`src/rtl/sio_fifo_pkg.sv`:
```
package sio_fifo_pkg;

  localparam int SRC_N = 5;

  localparam int SRC_RXOVR = 0;
  localparam int SRC_RXHI  = 1;
  localparam int SRC_RXTMO = 2;
  localparam int SRC_TXEMP = 3;
  localparam int SRC_TXLO  = 4;

  localparam logic [1:0] ADR_DATA = 2'd0;
  localparam logic [1:0] ADR_IRQ  = 2'd1;
  localparam logic [1:0] ADR_CTRL = 2'd2;
  localparam logic [1:0] ADR_STAT = 2'd3;

  localparam int CTRL_RXCLR = 24;
  localparam int CTRL_TXCLR = 25;

  typedef struct packed {
    logic       brk;
    logic       par;
    logic       frm;
    logic [7:0] data;
  } rx_ent_t;

endpackage

```
`src/rtl/sio_fifo.sv`:
```
module sio_fifo #(
  parameter int W     = 8,
  parameter int DEPTH = 16,
  localparam int AW   = $clog2(DEPTH),
  localparam int LW   = AW + 1
) (
  input  logic          clk,
  input  logic          rst,
  input  logic          clr,
  input  logic          push,
  input  logic [W-1:0]  din,
  input  logic          pop,
  output logic [W-1:0]  dout,
  output logic [LW-1:0] level,
  output logic          empty,
  output logic          full,
  output logic          drop
);

  logic [W-1:0]  mem [DEPTH];
  logic [AW-1:0] wp, rp;
  logic [LW-1:0] cnt;
  logic          do_push, do_pop;

  assign empty   = (cnt == '0);
  assign full    = (cnt == LW'(DEPTH));
  assign do_pop  = pop && !empty;
  assign do_push = push && (!full || do_pop);
  assign drop    = push && full && !do_pop;
  assign dout    = mem[rp];
  assign level   = cnt;

  always_ff @(posedge clk) begin
    if (do_push) mem[wp] <= din;
  end

  always_ff @(posedge clk) begin
    if (rst || clr) begin
      wp  <= '0;
      rp  <= '0;
      cnt <= '0;
    end else begin
      if (do_push) wp <= (wp == AW'(DEPTH - 1)) ? '0 : wp + 1'b1;
      if (do_pop)  rp <= (rp == AW'(DEPTH - 1)) ? '0 : rp + 1'b1;
      case ({do_push, do_pop})
        2'b10:   cnt <= cnt + 1'b1;
        2'b01:   cnt <= cnt - 1'b1;
        default: cnt <= cnt;
      endcase
    end
  end

  assert_level_bound_R2: assert property (@(posedge clk) disable iff (rst)
    cnt <= LW'(DEPTH));

  assert_full_hold_R10: assert property (@(posedge clk) disable iff (rst)
    (full && push && !pop && !clr) |=> (level == LW'(DEPTH)));

  assert_clear_empties_R9: assert property (@(posedge clk) disable iff (rst)
    clr |=> empty);

endmodule

```
`src/rtl/sio_rx_timer.sv`:
```
module sio_rx_timer #(
  parameter int CW = 4
) (
  input  logic          clk,
  input  logic          rst,
  input  logic          restart,
  input  logic          run,
  input  logic          tick,
  input  logic [CW-1:0] limit,
  output logic          expired
);

  logic [CW-1:0] cnt;

  always_ff @(posedge clk) begin
    if (rst || restart || !run) cnt <= '0;
    else if (tick && (cnt != '1)) cnt <= cnt + 1'b1;
  end

  assign expired = (limit != '0) && (cnt >= limit);

  assert_idle_clears_R7: assert property (@(posedge clk) disable iff (rst)
    !run |=> !expired);

  assert_restart_clears_R7: assert property (@(posedge clk) disable iff (rst)
    restart |=> (cnt == '0));

endmodule

```
`src/rtl/sio_fifo_irq.sv`:
```
module sio_fifo_irq
  import sio_fifo_pkg::*;
#(
  parameter int DEPTH = 16,
  parameter int TMO_W = 4,
  localparam int LW   = $clog2(DEPTH) + 1,
  localparam int EW   = $bits(rx_ent_t)
) (
  input  logic        clk,
  input  logic        rst,
  input  logic        bus_wr,
  input  logic        bus_rd,
  input  logic [1:0]  bus_addr,
  input  logic [31:0] bus_wdata,
  output logic [31:0] bus_rdata,
  input  logic        rx_push,
  input  logic [7:0]  rx_data,
  input  logic        rx_brk,
  input  logic        rx_par,
  input  logic        rx_frm,
  input  logic        tx_pop,
  output logic [7:0]  tx_data,
  output logic        tx_avail,
  input  logic        char_tick,
  output logic        irq
);

  logic             wr_data, wr_irq, wr_ctrl, rd_data;
  logic             rx_clr, tx_clr, rx_pop;
  logic [SRC_N-1:0] mask, stat;
  logic [LW-1:0]    rx_thr, tx_thr, rx_level, tx_level;
  logic [TMO_W-1:0] tmo;
  logic             rx_empty, rx_full, rx_drop, rx_over;
  logic             tx_empty, tx_full, tx_drop, tmo_exp;
  rx_ent_t          rx_in, rx_head;
  logic [31:0]      rd_word;
  logic             unused_wbits;

  assign unused_wbits = ^{bus_wdata, rx_full, tx_full, tx_drop};

  assign wr_data = bus_wr && (bus_addr == ADR_DATA);
  assign wr_irq  = bus_wr && (bus_addr == ADR_IRQ);
  assign wr_ctrl = bus_wr && (bus_addr == ADR_CTRL);
  assign rd_data = bus_rd && (bus_addr == ADR_DATA);
  assign rx_clr  = wr_ctrl && bus_wdata[CTRL_RXCLR];
  assign tx_clr  = wr_ctrl && bus_wdata[CTRL_TXCLR];
  assign rx_pop  = rd_data && !rx_empty;

  assign rx_in = '{brk: rx_brk, par: rx_par, frm: rx_frm, data: rx_data};

  sio_fifo #(.W(EW), .DEPTH(DEPTH)) u_rx_fifo (
    .clk(clk), .rst(rst), .clr(rx_clr),
    .push(rx_push), .din(rx_in), .pop(rx_pop), .dout(rx_head),
    .level(rx_level), .empty(rx_empty), .full(rx_full), .drop(rx_drop)
  );

  sio_fifo #(.W(8), .DEPTH(DEPTH)) u_tx_fifo (
    .clk(clk), .rst(rst), .clr(tx_clr),
    .push(wr_data), .din(bus_wdata[7:0]), .pop(tx_pop), .dout(tx_data),
    .level(tx_level), .empty(tx_empty), .full(tx_full), .drop(tx_drop)
  );

  sio_rx_timer #(.CW(TMO_W)) u_rx_timer (
    .clk(clk), .rst(rst),
    .restart(rx_push || rx_pop || rx_clr),
    .run(!rx_empty), .tick(char_tick), .limit(tmo), .expired(tmo_exp)
  );

  assign tx_avail = !tx_empty;

  // sticky overrun: set by a dropped push, cleared only by the FIFO reset
  always_ff @(posedge clk) begin
    if (rst || rx_clr) rx_over <= 1'b0;
    else if (rx_drop)  rx_over <= 1'b1;
  end

  always_comb begin
    stat            = '0;
    stat[SRC_RXOVR] = rx_over;
    stat[SRC_RXHI]  = rx_level > rx_thr;
    stat[SRC_RXTMO] = tmo_exp;
    stat[SRC_TXEMP] = tx_empty;
    stat[SRC_TXLO]  = tx_level < tx_thr;
  end

  always_ff @(posedge clk) begin
    if (rst) begin
      mask   <= '0;
      rx_thr <= LW'(DEPTH / 2);
      tx_thr <= LW'(DEPTH / 2);
      tmo    <= TMO_W'(1);
    end else begin
      if (wr_irq) mask <= bus_wdata[SRC_N-1:0];
      if (wr_ctrl) begin
        rx_thr <= bus_wdata[0 +: LW];
        tx_thr <= bus_wdata[8 +: LW];
        tmo    <= bus_wdata[16 +: TMO_W];
      end
    end
  end

  always_ff @(posedge clk) begin
    if (rst) irq <= 1'b0;
    else     irq <= |(stat & mask);
  end

  always_comb begin
    rd_word = '0;
    case (bus_addr)
      ADR_DATA: if (!rx_empty) rd_word[EW:0] = {1'b1, rx_head};
      ADR_IRQ: begin
        rd_word[SRC_N-1:0]  = mask;
        rd_word[8 +: SRC_N] = stat;
      end
      ADR_CTRL: begin
        rd_word[0 +: LW]     = rx_thr;
        rd_word[8 +: LW]     = tx_thr;
        rd_word[16 +: TMO_W] = tmo;
      end
      default: begin
        rd_word[0]       = !rx_empty;
        rd_word[8 +: LW] = tx_level;
        rd_word[16 +: LW] = rx_level;
      end
    endcase
  end

  always_ff @(posedge clk) begin
    if (rst)         bus_rdata <= '0;
    else if (bus_rd) bus_rdata <= rd_word;
  end

  assert_overrun_sticky_R4: assert property (@(posedge clk) disable iff (rst)
    (rx_over && !rx_clr) |=> rx_over);

  assert_irq_follows_R8: assert property (@(posedge clk) disable iff (rst)
    (|(stat & mask)) |=> irq);

  assert_masked_quiet_R8: assert property (@(posedge clk) disable iff (rst)
    (mask == '0) |=> !irq);

  assert_pop_valid_R2: assert property (@(posedge clk) disable iff (rst)
    rx_pop |=> bus_rdata[EW]);

  assert_clear_empties_R9: assert property (@(posedge clk) disable iff (rst)
    rx_clr |=> (rx_level == '0 && !rx_over));

endmodule

```
`config.mk`:
```
export PLATFORM = sky130hd
export DESIGN_NAME = sio_fifo_irq
export DESIGN_NICKNAME = d
export VERILOG_FILES = /design/src/rtl/sio_fifo_pkg.sv /design/src/rtl/sio_fifo.sv /design/src/rtl/sio_rx_timer.sv /design/src/rtl/sio_fifo_irq.sv
export SDC_FILE = /design/constraint.sdc
export NUM_CORES = 1
export LEC_CHECK = 0
export BUFFER_PORTS_ARGS = -buffer_cell sky130_fd_sc_hd__buf_4
export CAP_MARGIN = 20
export CORE_ASPECT_RATIO = 0.6
export CORE_MARGIN = 1
export CORE_UTILIZATION = 45
export DETAILED_ROUTE_END_ITERATION = 8
export SLEW_MARGIN = 20
export SYNTH_ARGS = -nofsm -noshare
export SYNTH_HDL_FRONTEND = slang
export SYNTH_SLANG_ARGS = --single-unit
```
`constraint.sdc`:
```
create_clock -name clk -period 7.9 [get_ports clk]
set_input_delay 0.395 -clock clk [delete_from_list [all_inputs] [get_ports clk]]
set_output_delay 0.395 -clock clk [all_outputs]
set_load 0.1 [all_outputs]
```
==> reports/metrics.yaml, run 1 <==
status:
  status: "completed"
sta:
  setup_viol: 0
  fin_crit_ps: 3241
  setup_tns_ps: 0
  tightest_slew_ps: 997.7
  hold_viol: 0
  fmax_ghz: 0.3086
  hold_ws_ps: 84.69
  relSlewSlack_pct: 33.18
  clock_skew_ps: 17.06
  grt_setup_unrepaired: "false"
  period_share_pct: 41.02
  final_max_slew_viol_count: 0
global_routing:
  antenna_found_initial: 0
  grt_pass1_vias: 8422
  grt_usage_pct: 20.65
  grt_max_degree: 45
  overflow: 0
  grt_pass1_wl_microns: 54610
hold_path:
  min_path_cells: 3
  hold_class: "in -> reg"
place:
  portBuffers: 66
  placed_area_sq_mm: 0.01674
  gp_congestion: 0.8257
  dp_hpwl_microns: 24140
routing:
  antenna_left: 0
  drc_errors: 0
  first_pass_iters: 7
  viasPerCell: 5.672
  avgRoutedWirePerCell_microns: 23.33
  vias: 8786
  routed_wl_microns: 36140
  first_iter_violations: 778
power:
  power_uw: 4818
  power_density_mw_per_mm2: 269.0
  max-vdd-ir-drop_v: 0.0001671
  leakagePower_uw: 0.005938
floorplan:
  num_rows: 52
  core_area_sq_mm: 0.03416
  initial_core_util_pct: 46.30
  ios: 94
  die-area_sq_mm: 0.03592
  die_y_microns: 147.2
  die_x_microns: 244.0
clock_network:
  root_buffer: "clkbuf_16"
  postCtsSetupRepairBufs: 0
  cts_htree_levels: 2
  cts_tree: "built"
  clk_pin_slew_worst_paths_ps: 60
  cts_sinks: 381
  clk_latency_ps: 540
  cts_resized: 0
  postCtsHoldBufs: 0
  cts_buffers: 37
  clock_path_buffers: 3
setup_path:
  path_delay_family: "multiplexers"
  cp_slowest_cell: "mux4_2"
  cp_max_fo: 32
  crit_arrival_ps: 2850
  cp_num_buf_inv: 2
  cp_cell_sequence: "buf_4 > mux4_2 > mux4_2 > buf_4"
  reg2reg_depth: 10
  cp_num_cells: 4
  critical_path_required_ps: 7510
  crit_type: "reg -> out"
  cp-start-kind: "register"
  crit_path_end_kind: "primary output"
  max_stage_delay_ps: 680
synthesis:
  yosys_register_bits: 381
  synth_xor_area_share_pct: 0.8308
  synth-seq-area-share_pct: 67.47
  synthFlopType: "edfxtp_1"
  netlist_area_sq_mm: 0.01581
  syn-instance-count: 992
  syn_avg_cell_area_sq_um: 15.94
  synth_fa_ha_area_share_pct: 2.342
  async_flop_share_pct: 0
  synth_cell_types: 74
  yosysWarnings: 0
  yosys.area_share.simple_pct: 7.081
  synth-compound-area-share_pct: 6.258
  synth_edf_count: 304
  synth_mux_area_share_pct: 12.67
  synth_top_family_by_area: "multiplexers"
cells_and_area:
  n_antenna_cell: 0
  finalNetCount: 1145
  syn_to_final_growth_pct: 13.28
  drive_gt1_share_pct: 21.83
  final_area_sq_mm: 0.01791
job:
  maxCapViolations: 0
==> tightest hold or removal path, stage by stage <==
cell	delay (ps)
buf_4	80
nand2_1	40
nand3b_1	70
==> through the flow <==
step	setup WS [ps]	util, %	instances
floorplan	5231	-	1005
global placement	4860	49.00	1484
detailed placement	4802	49.00	1484
CTS	4607	52.44	1549
global route	4528	52.44	1549
finish	4659	52.44	1549
==> Yosys cell counts (10+ instances only) <==
cell type	instances	area share (%)
buf_4	19	0.90
mux2i_1	16	1.0
o21ai_0	15	0.47
nand2_1	70	1.7
dfxtp_1	77	9.7
xnor2_1	11	0.61
mux4_2	79	11
edfxtp_1	304	58
and2_1	19	0.75
ha_1	28	2.2
nor2_1	50	1.2
clkbuf_1	23	0.55
nand3_1	31	0.98
a21oi_1	48	1.5
nor4_1	10	0.40
and3_1	11	0.44
inv_1	37	0.88
==> layer usage <==
layer / up-vias / track usage, % / part of all wire (%)
met1: 4506 / 35.51 / 52
met3: 34 / 4.330 / 7.3
li1: 3972 / - / -
met2: 274 / 25.95 / 39
met4: 0 / 4.250 / 1.2
met5: - / 0 / 0
==> layout by cell type, fill, tap and decap left out, drive strengths merged, types with 10 or more instances in the layout <==
cell type	n
a21oi	49
and2	19
and3	11
buf	84
clkbuf	50
clkinv	11
conb	14
dfxtp	77
edfxtp	304
ha	28
inv	38
mux2i	16
mux4	81
nand2	71
nand3	31
nor2	51
nor2b	10
nor4	11
o21ai	16
xnor2	11
==> power by group <==
group | internal (uW) | total [uW] | switching, uW
registers | 2200 | 2240 | 40.3
clock network | 1010 | 1740 | 735
logic | 292 | 834 | 542
==> registers in the layout, indices dropped and copies added (netlist names), named ones only <==
| name | flops |
|---|---|
| u_tx_fifo.wp | 4 |
| u_tx_fifo.level | 5 |
| bus_rdata | 18 |
| mask | 5 |
| u_rx_timer.cnt | 4 |
| tmo | 4 |
| u_rx_fifo.mem | 176 |
| u_rx_fifo.level | 5 |
| u_rx_fifo.rp | 4 |
| rx_over | 1 |
| tx_thr | 5 |
| irq | 1 |
| u_tx_fifo.rp | 4 |
| u_rx_fifo.wp | 4 |
| u_tx_fifo.mem | 128 |
| rx_thr | 5 |
==> worst paths after layout <==
path / startpoint / slack [ps] / to
max: register / 4660 / tx_data[1]
min: bus_wdata[16] / 80 / tmo[0]
max reg2reg: u_tx_fifo.level[0] / 4850 / u_tx_fifo.level[4]
min reg2reg: bus_rdata[8] / 460 / bus_rdata[8]
==> cell families (layout without fill, tap and decap cells) <==
family | count (synthesis) | after routing
AOI/OAI and AO/OA | 142 | 142
xor gates and xnor gates | 15 | 15
adders and majority gates | 29 | 29
buffers and inverters | 101 | 186
DFF | 381 | 381
muxes | 98 | 98
other | 1 | 14
and+or+nand+nor | 225 | 225
==> final cells by class <==
type,count,area [sq um]
multi-input combinational,523,4717
clock inverter,15,160.2
inverter,37,138.9
fill,2788,16240
tap,459,574.3
clock buffer,50,1017
timing repair buffer,84,630.6
sequential,381,10680
Note: power is estimated with default switching activity, not from simulation.
==> run 2, diff against run 1 <==
==> constraint.sdc (replaced) <==
create_clock -name clk -period 3 [get_ports clk]
set_input_delay 0.15 -clock clk [delete_from_list [all_inputs] [get_ports clk]]
set_output_delay 0.15 -clock clk [all_outputs]
set_load 0.1 [all_outputs]
==> run 2 against run 1 <==
Net effect:
- non-clock buffer count up 45
- largest power group unchanged
- routed wire length is 0.71% higher
- clock skew rose by 4.6 ps
- register-to-register slack lost 4300 ps
- first-iteration DRC count increased by 9.4%
- clock power rose to 2.6 times the previous value
- worst hold slack lost 32 ps
- power grew to 2.6 times the previous value
==> reports/metrics.yaml, run 2 (same netlist as run 1, synthesis figures left out) <==
setup_path:
  cp_num_buf_inv: 2
  critical_path_required_ps: 2850
  crit_path_end_kind: "primary output"
  crit_type: "reg -> out"
  cp_slowest_cell: "mux4_2"
  path_delay_family: "multiplexers"
  crit_arrival_ps: 2560
  critPathMostFrequentCell: "mux4_2"
  cp_cell_sequence: "buf_12 > mux4_2 > mux4_2 > buf_4"
  max_stage_delay_ps: 630
  cp-start-kind: "register"
  cp_max_fo: 32
cells_and_area:
  finalCoreUtilization_pct: 53.66
  largestRegisters: "u_rx_fifo.mem (176), u_tx_fifo.mem (128), bus_rdata (18)"
  n_antenna_cell: 0
  drive_gt1_share_pct: 22.27
  syn_to_final_growth_pct: 15.90
  final_common_cell: "edfxtp_1"
  finalNetCount: 1189
  largest_reg_flops: 176
  top_register: "u_rx_fifo.mem"
  final_area_sq_mm: 0.01833
  final_cell_mix: "edfxtp_1 (304), buf_4 (94), mux4_2 (79), dfxtp_1 (75), nand2_1 (70)"
clock_network:
  cts_buffers: 36
  clock_path_buffers: 3
  root_buffer: "clkbuf_16"
  cts_htree_levels: 2
  clk_latency_ps: 540
  cts_sinks: 381
  clk_pin_slew_worst_paths_ps: 70
  cts_tree: "built"
sta:
  fmax_ghz: 0.3695
  hold_viol: 0
  period_share_pct: 90.20
  clock_skew_ps: 21.68
  tightest_slew_ps: 1019
  layout_setup_ws_ps: 293.9
  grt_setup_unrepaired: "false"
  setup_viol: 0
  setup_tns_ps: 0
  relSlewSlack_pct: 31.95
  fin_crit_ps: 2706
  final_max_slew_viol_count: 0
routing:
  avgRoutedWirePerCell_microns: 22.82
  routed_wl_microns: 36400
  vias: 8977
  first_pass_iters: 6
  antenna_left: 0
  viasPerCell: 5.628
  drc_errors: 0
  first_iter_violations: 851
status:
  status: "completed"
global_routing:
  antenna_found_initial: 1
  overflow: 0
  grt_pass1_vias: 8772
  grt_usage_pct: 20.92
  grt_max_degree: 39
  grt_pass1_wl_microns: 55370
hold_path:
  hold_class: "in -> reg"
floorplan:
  core_area_sq_mm: 0.03416
  num_rows: 52
  die-area_sq_mm: 0.03592
  ios: 94
  die_x_microns: 244.0
  initial_core_util_pct: 46.30
  die_y_microns: 147.2
power:
  max-vdd-ir-drop_v: 0.0004247
  leakagePower_uw: 0.006122
  power_density_mw_per_mm2: 689.1
job:
  maxCapViolations: 0
place:
  dp_hpwl_microns: 24770
  placed_area_sq_mm: 0.01687
  gp_congestion: 0.8249
  portBuffers: 66
  post-place-ws_ps: 527.3
## run 2: cell count changes in the layout (fill, tap and decap cells not counted), moves of 2 or more
| cell | before | now |
|---|---|---|
| buf_4 | 84 | 94 |
| clkinvlp_4 | 0 | 2 |
| clkinv_2 | 2 | 5 |
| dlygate4sd3_1 | 0 | 32 |
| clkbuf_1 | 11 | 8 |
| clkinv_1 | 7 | 9 |
| buf_12 | 0 | 3 |
## run 2: layer usage
| metal | GRT usage, % | up-vias | wire (microns) |
|---|---|---|---|
| met2 | 27.78 | 286 | 14740 |
| li1 | - | 4072 | - |
| met4 | 3.750 | 0 | 388 |
| met1 | 35.29 | 4580 | 18690 |
| met5 | 0 | - | 0 |
| met3 | 3.855 | 39 | 2578 |
## run 2: repair_timing
item                                   in CTS  in global routing
endpoints found under the hold margin     306                  0
hold buffers                               32                  0
setup buffers                               0                  0
resized for setup                           0                  0
## run 2: final cells by class
| cell class | instances | area [sq um] |
|---|---|---|
| clock buffer | 46 | 980.9 |
| tap | 459 | 574.3 |
| clock inverter | 20 | 155.1 |
| multi-input combinational | 523 | 4717 |
| sequential | 381 | 10680 |
| timing repair buffer | 129 | 1086 |
| fill | 2738 | 15830 |
| inverter | 37 | 138.9 |
## run 2: worst register-to-register path: cells and delay by family, from the launching register on
kind	cells	cell delay, ps
XOR/XNOR	2	310
flip-flops	1	420
AND/OR/NAND/NOR	3	760
adder cells (fa/ha/maj)	1	240
AO/OA/AOI/OAI	2	600
## run 2: worst paths after layout
kind                           start            endpoint  slack [ps]  depth (start not counted)
setup / recovery            register          tx_data[3]         290                          4
hold / removal                   rst       bus_rdata[20]          50                          2
setup reg to reg  u_rx_fifo.level[1]  u_rx_fifo.level[4]         560                          8
hold reg to reg        bus_rdata[20]       bus_rdata[20]         470                          2
## run 2: report_power, final
part	leakage (uW)	internal (uW)	switching (uW)	total, uW
logic	0.00221	851	1430	2280
registers	0.00337	5800	106	5910
clock network	0.000547	2500	1950	4440
## run 2: per-stage QoR
stage	std cells	hold slack [ps]	total power, uW
2_1_floorplan	1005	248.9	7671
3_3_place_gp	1497	354.2	8260
3_5_place_dp	1497	358.2	8274
4_1_cts	1595	34.82	12730
5_1_grt	1595	66.77	13100
6_report	1595	53.07	12630
==> run 3, diff against run 2 <==
--- a/config.mk
+++ b/config.mk
@@ -5,12 +5,15 @@
 export SDC_FILE = /design/constraint.sdc
 export NUM_CORES = 1
 export LEC_CHECK = 0
+export ABC_AREA = 1
 export BUFFER_PORTS_ARGS = -buffer_cell sky130_fd_sc_hd__buf_4
 export CAP_MARGIN = 20
 export CORE_ASPECT_RATIO = 0.6
 export CORE_MARGIN = 1
 export CORE_UTILIZATION = 45
+export CTS_BUF_LIST = sky130_fd_sc_hd__clkbuf_4 sky130_fd_sc_hd__clkbuf_8 sky130_fd_sc_hd__clkbuf_16
 export DETAILED_ROUTE_END_ITERATION = 8
+export GPL_TIMING_DRIVEN = 0
 export SLEW_MARGIN = 20
 export SYNTH_ARGS = -nofsm -noshare
 export SYNTH_HDL_FRONTEND = slang
==> run 3 against run 2 <==
Net effect:
- sequential power increased by 0.8%
- combinational power increased by 39%
- utilization increased by 0.77 points
- final cell count increased by 35%
- critical path depth increased by 4
- synthesized cell count increased by 51%
- highest routed layer unchanged
- largest cell class unchanged
- clock skew decreased by 7.4 ps
==> reports/metrics.yaml, run 3 <==
status:
  status: "completed"
cells_and_area:
  final_common_cell: "edfxtp_1"
  n_antenna_cell: 0
  drive_gt1_share_pct: 14.45
  multi_input_area_sq_mm: 0.004816
  final_cell_mix: "edfxtp_1 (304), nand2_1 (211), inv_1 (146), nor2_1 (135), o21ai_0 (134)"
  finalNetCount: 1733
  fillCellCount: 3086
  top_register: "u_rx_fifo.mem"
  syn_to_final_growth_pct: 17.54
  largest_reg_flops: 176
  regArea_sq_mm: 0.01067
  largestRegisters: "u_rx_fifo.mem (176), u_tx_fifo.mem (128), bus_rdata (18)"
  fin_cells: 2149
sta:
  grt_setup_unrepaired: "false"
  relSlewSlack_pct: 34.06
  hold_ws_ps: 37.56
  tightest_slew_ps: 988.1
  period_share_pct: 92.22
  setup_tns_ps: 0
  layout_setup_ws_ps: 233.5
  fin_crit_ps: 2766
  setup_viol: 0
  hold_viol: 0
  final_max_slew_viol_count: 0
  fmax_ghz: 0.3615
  clock_skew_ps: 14.25
synthesis:
  synth_cell_types: 47
  yosysMostFrequentCell: "edfxtp_1"
  netlist_area_sq_mm: 0.01640
  synth_fa_ha_area_share_pct: 2.259
  synth-seq-area-share_pct: 65.07
  yosys_register_bits: 381
  synth_top_area_cell: "edfxtp_1"
  synth_top_family_by_area: "simple AND/OR/NAND/NOR gates"
  ys_top_cells_by_area: "edfxtp_1 (56%), dfxtp_1 (9.4%), nand2_1 (4.8%)"
  syn_avg_cell_area_sq_um: 10.98
  syn-instance-count: 1493
  synth.top_cell.area_share_pct: 55.67
  yosys.area_share.simple_pct: 13.23
  synth_mux_area_share_pct: 1.953
  yosysWarnings: 0
  synth-compound-area-share_pct: 10.96
  synth_common_cells: "edfxtp_1 (304), nand2_1 (211), nor2_1 (151)"
  async_flop_share_pct: 0
  synth_edf_count: 304
  synthFlopType: "edfxtp_1"
  synth_xor_area_share_pct: 0.3739
routing:
  first_iter_violations: 1457
  avgRoutedWirePerCell_microns: 21.37
  viasPerCell: 5.508
  routed_wl_microns: 45920
  antenna_left: 0
  first_pass_iters: 5
  drc_errors: 0
  vias: 11840
clock_network:
  clock_path_buffers: 3
  cts_sinks: 381
  cts_tree: "built"
  clk_pin_slew_worst_paths_ps: 60
  clk_latency_ps: 540
  cts_htree_levels: 2
  postCtsSetupRepairBufs: 0
  root_buffer: "clkbuf_16"
  cts_buffers: 38
floorplan:
  die-area_sq_mm: 0.03723
  initial_core_util_pct: 46.30
  num_rows: 53
  die_y_microns: 149.9
  ios: 94
  core_area_sq_mm: 0.03541
  die_x_microns: 248.4
place:
  dp_hpwl_microns: 33020
  post-place-ws_ps: 231.0
  gp_congestion: 0.9051
  portBuffers: 65
  dp_cells: 2047
power:
  power_density_mw_per_mm2: 729.0
  power_uw: 14050
  leakagePower_uw: 0.007236
  max-vdd-ir-drop_v: 0.0004084
setup_path:
  rr_startpoint: "u_rx_fifo.level[2]"
  cp_max_fo: 10
  cp-start-kind: "register"
  crit_type: "reg -> out"
  crit_arrival_ps: 2620
  critical_path_required_ps: 2850
  reg2reg_depth: 8
  crit_path_end_kind: "primary output"
hold_path:
  min_path_cells: 1
  worstHoldStart: "bus_wdata[0]"
  hold_class: "in -> reg"
global_routing:
  grt_max_degree: 19
  grt_usage_pct: 25.01
  overflow: 0
  grt_pass1_wl_microns: 68440
  antenna_found_initial: 1
  grt_pass1_vias: 10980
job:
  maxCapViolations: 0
run 3: cell count changes after synthesis, moves of 16 or more:
cell / change
a21oi_1: +40
and2_1: -19
inv_1: +109
mux2i_1: +16
mux4_2: -79
nand2_1: +141
nand3_1: +62
nor2_1: +101
o211ai_1: +49
o21ai_0: +119
run 3: layout make-up:
class                      count  area share, %
sequential                   381          55.37
buffer                        79          2.142
multi-input combinational    888          24.99
inverter                     158          3.077
clock buffer                  56          6.005
tap                          467          3.032
clock inverter                14         0.6492
timing repair buffer         106          4.739
run 3: critical path, cell delays in order (launching register included):
cell and delay [ps]:
dfxtp_1 300, buf_2 150, buf_4 240, buf_2 360, mux2i_1 120, o211ai_1 260
nand3_1 210, nand2_1 140, buf_4 290
run 3: repair_timing:
| action | in CTS | in global routing |
|---|---|---|
| gates resized for setup | 0 | 3 |
| hold buffers | 32 | 0 |
| hold endpoints to repair | 269 | 0 |
| setup endpoints to repair | 0 | 2 |
run 3: per-stage QoR:
step           utilization [%]  instance area, sq um
3_3_place_gp             49.47                 17520
6_report                 54.42                 19270
4_1_cts                  54.41                 19270
3_5_place_dp             49.89                 17670
5_1_grt                  54.42                 19270
2_1_floorplan                -                 16450
run 3: power breakdown:
part	internal (uW)	switching, uW
logic	861	2320
clock network	2870	2040
registers	5840	117
total	9570	4480
run 3: worst paths after layout:
| kind | slack, ps | endpoint |
|---|---|---|
| max reg2reg | 350 | u_rx_fifo.mem[6][10] |
| min reg2reg | 470 | u_tx_fifo.rp[2] |
| min | 40 | u_tx_fifo.mem[14][0] |
| max | 230 | tx_data[6] |
run 3: per-layer routing:
metal | GRT usage, % | vias up | wire length [microns]
li1 | - | 5501 | -
met1 | 40.01 | 5706 | 22580
met2 | 32.19 | 556 | 17130
met3 | 7.427 | 73 | 5358
met4 | 5.745 | 0 | 861
met5 | 0 | - | 0
run 3: logic make-up (layout without fill, tap and decap cells):
group | after synthesis | count (layout)
xor gates and xnor gates | 7 | 7
AOI/OAI and AO/OA | 313 | 313
DFF | 381 | 381
and+or+nand+nor | 493 | 493
other | 1 | 14
adders and majority gates | 29 | 29
buffers and inverters | 237 | 413
muxes | 32 | 32
